File: src/rtl/uart_bp_pkg.sv
// Package: shared encodings for the UART break and parity unit.
// Assumes the 2-bit field codes given in the brief.
package uart_bp_pkg;
    typedef enum logic [1:0] {
        FMT_7   = 2'b00,
        FMT_8   = 2'b01,
        FMT_9   = 2'b10,
        FMT_RSV = 2'b11
    } fmt_t;

    typedef enum logic [1:0] {
        MODE_NORMAL = 2'b00,
        MODE_LOOP   = 2'b01,
        MODE_ATTN   = 2'b10,
        MODE_RSV    = 2'b11
    } mode_t;

    typedef enum logic [1:0] {
        PSEL_ODD   = 2'b00,
        PSEL_EVEN  = 2'b01,
        PSEL_NONE0 = 2'b10,
        PSEL_NONE1 = 2'b11
    } psel_t;
endpackage

File: src/rtl/bp_policy.sv
// Module: bp_policy
// Decides whether parity applies to the present format, mode and
// parity settings. Purely combinational. Reserved codes disable parity.
module bp_policy
    import uart_bp_pkg::*;
(
    input  fmt_t  fmt,
    input  mode_t mode,
    input  logic  par_en,
    input  psel_t par_sel,
    output logic  active,
    output logic  odd
);
    logic fmt_ok;
    logic mode_ok;
    logic sel_ok;

    // Qualify each setting separately, then combine them.
    always_comb begin
        fmt_ok  = (fmt == FMT_7) || (fmt == FMT_8);
        mode_ok = (mode == MODE_NORMAL);
        sel_ok  = (par_sel == PSEL_ODD) || (par_sel == PSEL_EVEN);
        active  = par_en && fmt_ok && mode_ok && sel_ok;
        odd     = (par_sel == PSEL_ODD);
    end
endmodule

File: src/rtl/bp_parity.sv
// Module: bp_parity
// Computes the parity bit over the low NARROW or WIDE bits of a word.
// Higher bits are masked off. Combinational. Assumes NARROW < WIDE <= DW.
module bp_parity
    import uart_bp_pkg::*;
#(
    parameter int DW     = 9,
    parameter int NARROW = 7,
    parameter int WIDE   = 8
) (
    input  logic [DW-1:0] word,
    input  fmt_t          fmt,
    input  logic          odd,
    output logic          par_bit
);
    logic [DW-1:0] mask_narrow;
    logic [DW-1:0] mask_wide;

    // Build the two fixed masks, one bit at a time.
    for (genvar gi = 0; gi < DW; gi++) begin : g_mask
        assign mask_narrow[gi] = (gi < NARROW);
        assign mask_wide[gi]   = (gi < WIDE);
    end

    logic [DW-1:0] used;

    // Select the mask for the format, then reduce to a single bit.
    always_comb begin
        used    = word & ((fmt == FMT_7) ? mask_narrow : mask_wide);
        par_bit = (^used) ^ odd;
    end
endmodule

File: src/rtl/bp_tx_break.sv
// Module: bp_tx_break
// Registers the transmit line and holds it low while break control is set.
// Resets to the idle (high) level.
module bp_tx_break (
    input  logic clk,
    input  logic rst_n,
    input  logic brk_ctl,
    input  logic tx_ser,
    output logic tx_line
);
    // Output register: forced low under break, otherwise the serial bit.
    always_ff @(posedge clk) begin
        if (!rst_n)
            tx_line <= 1'b1;
        else
            tx_line <= brk_ctl ? 1'b0 : tx_ser;
    end
endmodule

File: src/rtl/bp_rx_break.sv
// Module: bp_rx_break
// Detects a line break: after a stop-bit error, counts BRK_BITS bit ticks
// with the line low. A high line cancels the count. The flag is sticky until
// cleared, and a clear wins over a set in the same cycle.
module bp_rx_break #(
    parameter int BRK_BITS = 10
) (
    input  logic clk,
    input  logic rst_n,
    input  logic bit_tick,
    input  logic rx_line,
    input  logic stop_missing,
    input  logic brk_clr,
    output logic brk_flag
);
    localparam int CW = $clog2(BRK_BITS + 1);
    localparam logic [CW-1:0] LAST = CW'(BRK_BITS - 1);

    logic          armed;
    logic [CW-1:0] cnt;
    logic          hit;

    // A counting tick that completes the break window.
    always_comb hit = !rx_line && !stop_missing && armed && bit_tick && (cnt == LAST);

    // Arm on a stop-bit error, count low ticks, and cancel on a high line.
    always_ff @(posedge clk) begin
        if (!rst_n) begin
            armed <= 1'b0;
            cnt   <= '0;
        end else if (rx_line) begin
            armed <= 1'b0;
            cnt   <= '0;
        end else if (stop_missing) begin
            armed <= 1'b1;
            cnt   <= '0;
        end else if (armed && bit_tick) begin
            if (cnt == LAST) begin
                armed <= 1'b0;
                cnt   <= '0;
            end else begin
                cnt <= cnt + 1'b1;
            end
        end
    end

    // Sticky flag with clear priority.
    always_ff @(posedge clk) begin
        if (!rst_n)
            brk_flag <= 1'b0;
        else if (brk_clr)
            brk_flag <= 1'b0;
        else if (hit)
            brk_flag <= 1'b1;
    end
endmodule

File: src/rtl/uart_brk_par.sv
// Module: uart_brk_par
// Top level of the break and parity unit. It joins the parity policy, the
// transmit and receive parity calculators, transmit break forcing and
// receive break detection. Assumes the strobes are one cycle wide.
module uart_brk_par
    import uart_bp_pkg::*;
#(
    parameter int DW       = 9,
    parameter int NARROW   = 7,
    parameter int WIDE     = 8,
    parameter int BRK_BITS = 10
) (
    input  logic          clk,
    input  logic          rst_n,
    input  logic          bit_tick,
    input  logic [1:0]    fmt,
    input  logic [1:0]    mode,
    input  logic          par_en,
    input  logic [1:0]    par_sel,
    input  logic          brk_ctl,
    input  logic          tx_ser,
    output logic          tx_line,
    input  logic [DW-1:0] tx_word,
    output logic          tx_par,
    output logic          par_active,
    input  logic          rx_line,
    input  logic [DW-1:0] rx_word,
    input  logic          rx_par_bit,
    input  logic          rx_check,
    output logic          par_err,
    input  logic          stop_missing,
    input  logic          brk_clr,
    output logic          brk_flag
);
    fmt_t  fmt_e;
    mode_t mode_e;
    psel_t sel_e;
    logic  odd;
    logic  tx_calc;
    logic  rx_calc;

    // Convert the port codes to the package types.
    always_comb begin
        fmt_e  = fmt_t'(fmt);
        mode_e = mode_t'(mode);
        sel_e  = psel_t'(par_sel);
    end

    bp_policy u_policy (
        .fmt     (fmt_e),
        .mode    (mode_e),
        .par_en  (par_en),
        .par_sel (sel_e),
        .active  (par_active),
        .odd     (odd)
    );

    bp_parity #(.DW(DW), .NARROW(NARROW), .WIDE(WIDE)) u_tx_par (
        .word    (tx_word),
        .fmt     (fmt_e),
        .odd     (odd),
        .par_bit (tx_calc)
    );

    bp_parity #(.DW(DW), .NARROW(NARROW), .WIDE(WIDE)) u_rx_par (
        .word    (rx_word),
        .fmt     (fmt_e),
        .odd     (odd),
        .par_bit (rx_calc)
    );

    // The transmit parity bit is gated by the policy.
    always_comb tx_par = par_active & tx_calc;

    // One-cycle error pulse after a qualified mismatching check.
    always_ff @(posedge clk) begin
        if (!rst_n)
            par_err <= 1'b0;
        else
            par_err <= rx_check && par_active && (rx_par_bit != rx_calc);
    end

    bp_tx_break u_tx_brk (
        .clk     (clk),
        .rst_n   (rst_n),
        .brk_ctl (brk_ctl),
        .tx_ser  (tx_ser),
        .tx_line (tx_line)
    );

    bp_rx_break #(.BRK_BITS(BRK_BITS)) u_rx_brk (
        .clk          (clk),
        .rst_n        (rst_n),
        .bit_tick     (bit_tick),
        .rx_line      (rx_line),
        .stop_missing (stop_missing),
        .brk_clr      (brk_clr),
        .brk_flag     (brk_flag)
    );
endmodule

File: config.mk
export PLATFORM = sky130hd
export DESIGN_NAME = uart_brk_par
export DESIGN_NICKNAME = d
export VERILOG_FILES = /design/src/rtl/uart_bp_pkg.sv /design/src/rtl/bp_policy.sv /design/src/rtl/bp_parity.sv /design/src/rtl/bp_tx_break.sv /design/src/rtl/bp_rx_break.sv /design/src/rtl/uart_brk_par.sv
export SDC_FILE = /design/constraint.sdc
export NUM_CORES = 1
export LEC_CHECK = 0
export BUFFER_PORTS_ARGS = -buffer_cell sky130_fd_sc_hd__buf_4
export CORE_MARGIN = 2
export CORE_UTILIZATION = 30
export CTS_BUF_LIST = sky130_fd_sc_hd__clkbuf_4
export DETAILED_ROUTE_END_ITERATION = 7
export GPL_TIMING_DRIVEN = 0
export SLEW_MARGIN = 10
export SYNTH_ARGS = -nofsm -noshare
export SYNTH_HDL_FRONTEND = slang
export SYNTH_HIERARCHICAL = 1
export SYNTH_SLANG_ARGS = --single-unit
File: constraint.sdc
create_clock -name clk -period 2.1 [get_ports clk]
set_input_delay 0.315 -clock clk [delete_from_list [all_inputs] [get_ports clk]]
set_output_delay 0.315 -clock clk [all_outputs]
set_load 0.005 [all_outputs]
==> metrics.txt, run 1 <==
number of global-route vias before repair=492; CTS buffer count=3; Placeable Area=roughly 0.0017 sq mm; most common cell after layout, fill and taps aside=buf_4; Hold Crit Class=in2reg; CP Data Required Time=about 1800 ps; relative slew slack=slightly below 80%; minimum hold slack=228 ps; Die X=around 46 um; Fmax achieved=0.520 GHz; YS warnings=6; final instance area=just under 900 sq um; Synth area leader=dfxtp_1; top-area cell type share of the netlist area=between 20% and 30%; worst-path cell chain=buf_4, nor2_1, xnor2_1, xnor2_1, xnor3_1, and2_1, buf_4; H-Tree Level Count=1; Routed WL per cell=roughly 9.9 um; Min-Delay Path Depth=2; DRC viols=0; PwrDens=470 mW/mm^2; highest ir drop seen on vdd=~0.00037 V; DR pass1 iterations=4; Max clock buf depth=2; r2r setup slk=approximately 1000 ps; Final Critical Period=about 1900 ps; worst slew pin tran=between 300 and 400 ps; most frequent cells in the layout=37 x buf_4, 13 x xnor2_1, 8 x dfxtp_1; CTS Sinks=8; Worst-Skew Late Latency=250 ps; global route overflow=0; Post-Syn Area=541 sq um; Detail Route Antenna Nets=0; worst reg-to-reg path cell count=3; sequential share of the synthesized area=between 20 and 30%; CP Class=in2out; first-pass GRT wire length=2.04 mm; RSZ-0062 raised after global routing=no; Hold Crit Start=brk_clr; post-CTS setup buffer count=0; skew final=4.44 ps; Syn Area/Cell=approximately 9.3 sq um; buffer and inverter count on the worst path=2; initial antenna violation count=0; Crit. End Element=output pin; die area=about 0.0022 sq mm; Crit path max-delay family=XOR/XNOR gates; number of diodes=0; crit path max fanout=2; Synth async-reset ratio=0%; Clock Tree Root=clkbuf_4; Clock Pin Slew Worst Setup and Hold Paths=50 ps; Syn Nets=slightly above 90; number of hold buffers added after CTS=0; post-route clock period utilization=between 90% and 100%; largest net degree at the start of global routing=8; Post-DP Area=~850 sq um; TNS Setup=0 ps; Post-synth top flop=dfxtp_1; synthesis-to-layout area growth=61.3%; initial core utilization=about a third; Max Cap Viol=0; Worst EP arrival=approximately 1600 ps; final wirelength=1.22 mm; non-filler cells, final=123; status=completed; ratio of cells with drive above 1 in the final layout=45.9%; worst hold endpoint=u_rx_brk/brk_flag; nets=between 100 and 150; worst flop-to-flop path endpoint=u_rx_brk/armed; CTS tree=yes; Port-buffer cells=37; Critical-path top delay cell=xnor3_1; synthesized flop and latch total=8; gpl congestion=between 0.6 and 0.7; Final Hold Vio Count=0; Setup-failing EPs final=0; vias per inst=4.37; Post-synth EDFFs=0; Rows=15; Initial DRC Count=11; placed insts=120; via count=roughly 540; Cell variety after synth=25; worst r2r src=u_rx_brk/cnt[1]; CP Launch Type=input port; Die Ht=approximately 46 um; max-slew violation count=0; Largest stage delay, worst path=between 400 and 500 ps; hpwl dp=between 1 and 1.5 mm; GR Util All Layers=a little over an eighth; # IOs=40; main area contributors after synthesis=dfxtp_1 30%, xnor2_1 21%, xnor3_1 8.3%; post-CTS resize count=0; Synth Instances=between 50 and 60; leakage power=0.391 nW
per-layer routing:
layer	vias to the layer above	global-route usage (%)	wire (um)
met3	0	5.88	73
met5	-	0	0
met1	241	15.7	454
li1	280	-	-
met2	17	21.7	693
met4	0	5.71	0
report_power, final:
| group | internal, mW | total [mW] | switching [mW] | leakage, nW |
|---|---|---|---|---|
| Clock | 0.0652 | 0.115 | 0.0497 | 0.0138 |
| Combinational | 0.0967 | 0.138 | 0.0417 | 0.313 |
| Sequential | 0.154 | 0.156 | 0.00172 | 0.0650 |
sequential cells by signal (all words and copies together) (netlist names):
| signal | cells |
|---|---|
| par_err | 1 |
| u_rx_brk/cnt | 4 |
| u_tx_brk/tx_line | 1 |
| u_rx_brk/brk_flag | 1 |
| u_rx_brk/armed | 1 |
cells in the mapped netlist (all sizes together) (2+ instances only):
cell type / instances
a31oi: 2
dfxtp: 8
inv: 2
nand2: 3
nand3: 2
nor2: 5
nor2b: 2
nor3b: 2
o21ai: 4
xnor2: 13
xnor3: 2
xor2: 2
kinds of logic (layout without fill, tap and decap cells):
| logic type | Yosys count | in the layout | synth area share (%) |
|---|---|---|---|
| xor gates and xnor gates | 17 | 17 | 32.6 |
| DFF | 8 | 8 | 29.6 |
| and+or+nand+nor | 22 | 22 | 24.8 |
| AOI/OAI and AO/OA | 9 | 9 | 11.6 |
| buffers and inverters | 2 | 42 | 1.39 |
worst register-to-register path: stages, from the launching register on:
cell	delay (ps)
dfxtp_1	360
nor3b_1	280
a21boi_0	130
o211a_1	210
per-stage QoR:
| stage | power [mW] | worst slack [ps] | util (%) |
|---|---|---|---|
| 6_report | 0.410 | 175 | 51.1 |
| 2_1_floorplan | 0.238 | 496 | - |
| 4_1_cts | 0.416 | 144 | 51.1 |
| 3_5_place_dp | 0.300 | 150 | 49.7 |
| 3_3_place_gp | 0.296 | 179 | 49.7 |
| 5_1_grt | 0.441 | 88.1 | 51.1 |
cell type report:
cell class | count | area (sq um)
clock buffers | 3 | 22.5
flip-flops and latches | 8 | 160
fillers | 179 | 836
inverters | 2 | 7.51
well taps | 25 | 31.3
repair buffers | 37 | 278
multi-input cells | 48 | 373
how the worst max path moves through the flow:
stage | from | slack [ps] | to | cells after the start
global placement | par_sel[0] | 180 | tx_par | 7
global route | par_sel[0] | 90 | tx_par | 7
floorplan | par_sel[0] | 500 | tx_par | 5
CTS | par_sel[0] | 140 | tx_par | 7
detailed placement | par_sel[0] | 150 | tx_par | 7
finish | par_sel[0] | 180 | tx_par | 7
No activity file was read; power rests on OpenSTA's default activity.
==> run 2, diff against run 1 <==
--- a/config.mk
+++ b/config.mk
@@ -11,6 +11,7 @@
 export CTS_BUF_LIST = sky130_fd_sc_hd__clkbuf_4
 export DETAILED_ROUTE_END_ITERATION = 7
 export GPL_TIMING_DRIVEN = 0
+export PLACE_DENSITY_LB_ADDON = 0.1
 export SLEW_MARGIN = 10
 export SYNTH_ARGS = -nofsm -noshare
 export SYNTH_HDL_FRONTEND = slang
==> run 2 against run 1 <==
Clock skew about the same; total power hardly changed; critical path depth is the same; combinational power hardly changed; sequential share of layout area stayed put; core utilization unchanged; sequential power hardly changed; global-route usage decreased by 0.74 points; cell count did not move; wire length is 6.6% lower; via count down 0.56%; hold slack worse by 14 ps; largest cell class unchanged; highest routed layer is now met4.
==> metrics.txt, run 2 (synthesis gave the netlist of run 1 again) <==
CTS buffer count=3; crit path max fanout=2; Max clock buf depth=2; status=completed; most frequent cells in the layout=37 x buf_4, 13 x xnor2_1, 8 x dfxtp_1; Clock Tree Root=clkbuf_4; relative slew slack=~76%; TNS Setup=0 ps; Max Cap Viol=0; max FFs per register=4; largest net degree at the start of global routing=8; Detail Route Antenna Nets=0; Port-buffer cells=37; first-pass GRT wire length=between 1.5 and 2 mm; Crit path max-delay family=XOR/XNOR gates; Final Critical Period=1880 ps; minimum hold slack=between 200 and 250 ps; PwrDens=approximately 470 mW/mm^2; most common cell after layout, fill and taps aside=buf_4; RSZ-0062 raised after global routing=no; CP Launch Type=input port; die area=0.00216 sq mm; Routed WL per cell=9.28 um; skew final=roughly 4.3 ps; Fmax achieved=around 0.53 GHz; leakage power=between 0.3 and 0.4 nW; H-Tree Level Count=1; Rows=15; highest ir drop seen on vdd=about 0.00027 V; CP Data Required Time=roughly 1800 ps; ratio of cells with drive above 1 in the final layout=a little under half; Biggest register=u_rx_brk/cnt; worst-path cell chain=buf_4, nor2_1, xnor2_1, xnor2_1, xnor3_1, and2_1, buf_4; DR pass1 iterations=3; Largest stage delay, worst path=around 400 ps; post-CTS resize count=0; buffer and inverter count on the worst path=2; initial antenna violation count=0; global route overflow=0; Die X=between 40 and 50 um; number of hold buffers added after CTS=0; synthesis-to-layout area growth=61.3%; Crit. End Element=output pin; Placeable Area=approximately 0.0017 sq mm; CTS Sinks=8; Setup-failing EPs final=0; Initial DRC Count=2; Worst EP arrival=1560 ps; Clock Pin Slew Worst Setup and Hold Paths=50 ps; gpl congestion=0.659; initial core utilization=about a third; max-slew violation count=0; Die Ht=approximately 46 um; number of diodes=0; DRC viols=0; Worst-Skew Late Latency=~250 ps; post-CTS setup buffer count=0; CTS tree=yes; number of global-route vias before repair=between 400 and 500; # IOs=40; nets=between 100 and 150; Hold Crit Class=in2reg; vias per inst=roughly 4.3; via count=about 540; worst slew pin tran=roughly 360 ps; Final Hold Vio Count=0; Critical-path top delay cell=xnor3_1; GR Util All Layers=between 10% and 20%; final wirelength=around 1.1 mm; post-route clock period utilization=89.3%; CP Class=in2out
==> run 2: cell counts in the layout (fill, tap and decap cells not counted) <==
No cell type changed its count.
==> run 2: metrics by stage <==
step / utilization, % / std cells / setup slack, ps / cell area [sq um] / power [mW]
after floorplan: - / 58 / 496 / 541 / 0.238
after global placement: 49.7 / 120 / 208 / 850 / 0.297
after detailed placement: 49.7 / 120 / 194 / 850 / 0.299
after CTS: 51.1 / 123 / 193 / 872 / 0.421
after global routing: 51.1 / 123 / 128 / 872 / 0.437
final: 51.1 / 123 / 224 / 872 / 0.410
==> run 2: report_power, final <==
part	leakage, nW	internal [mW]	switching [mW]	total, mW
registers	0.0650	0.154	0.00155	0.156
clock network	0.0138	0.0653	0.0514	0.117
logic	0.313	0.0967	0.0405	0.137
==> run 2: worst paths after layout <==
check	start	endpoint	slack, ps	depth (start not counted)
max	par_sel[0]	tx_par	220	7
min	brk_clr	u_rx_brk/brk_flag	210	2
max reg2reg	u_rx_brk/cnt[1]	u_rx_brk/armed	1040	3
min reg2reg	u_rx_brk/cnt[3]	u_rx_brk/cnt[3]	520	2
==> run 2: final cells by class <==
class	count	area [sq um]
fill	179	836
sequential	8	160
multi-input combinational	48	373
clock buffer	3	22.5
tap	25	31.3
inverter	2	7.51
timing repair buffer	37	278
==> run 2: per-layer routing <==
metal | share of wire, % | routed length, um | vias up | global-route usage, %
li1 | - | - | 281 | -
met1 | 38 | 438 | 233 | 13.2
met2 | 53 | 601 | 19 | 21.7
met3 | 8.4 | 96 | 2 | 7.84
met4 | 0.35 | 4 | 0 | 3.43
met5 | 0 | 0 | - | 0
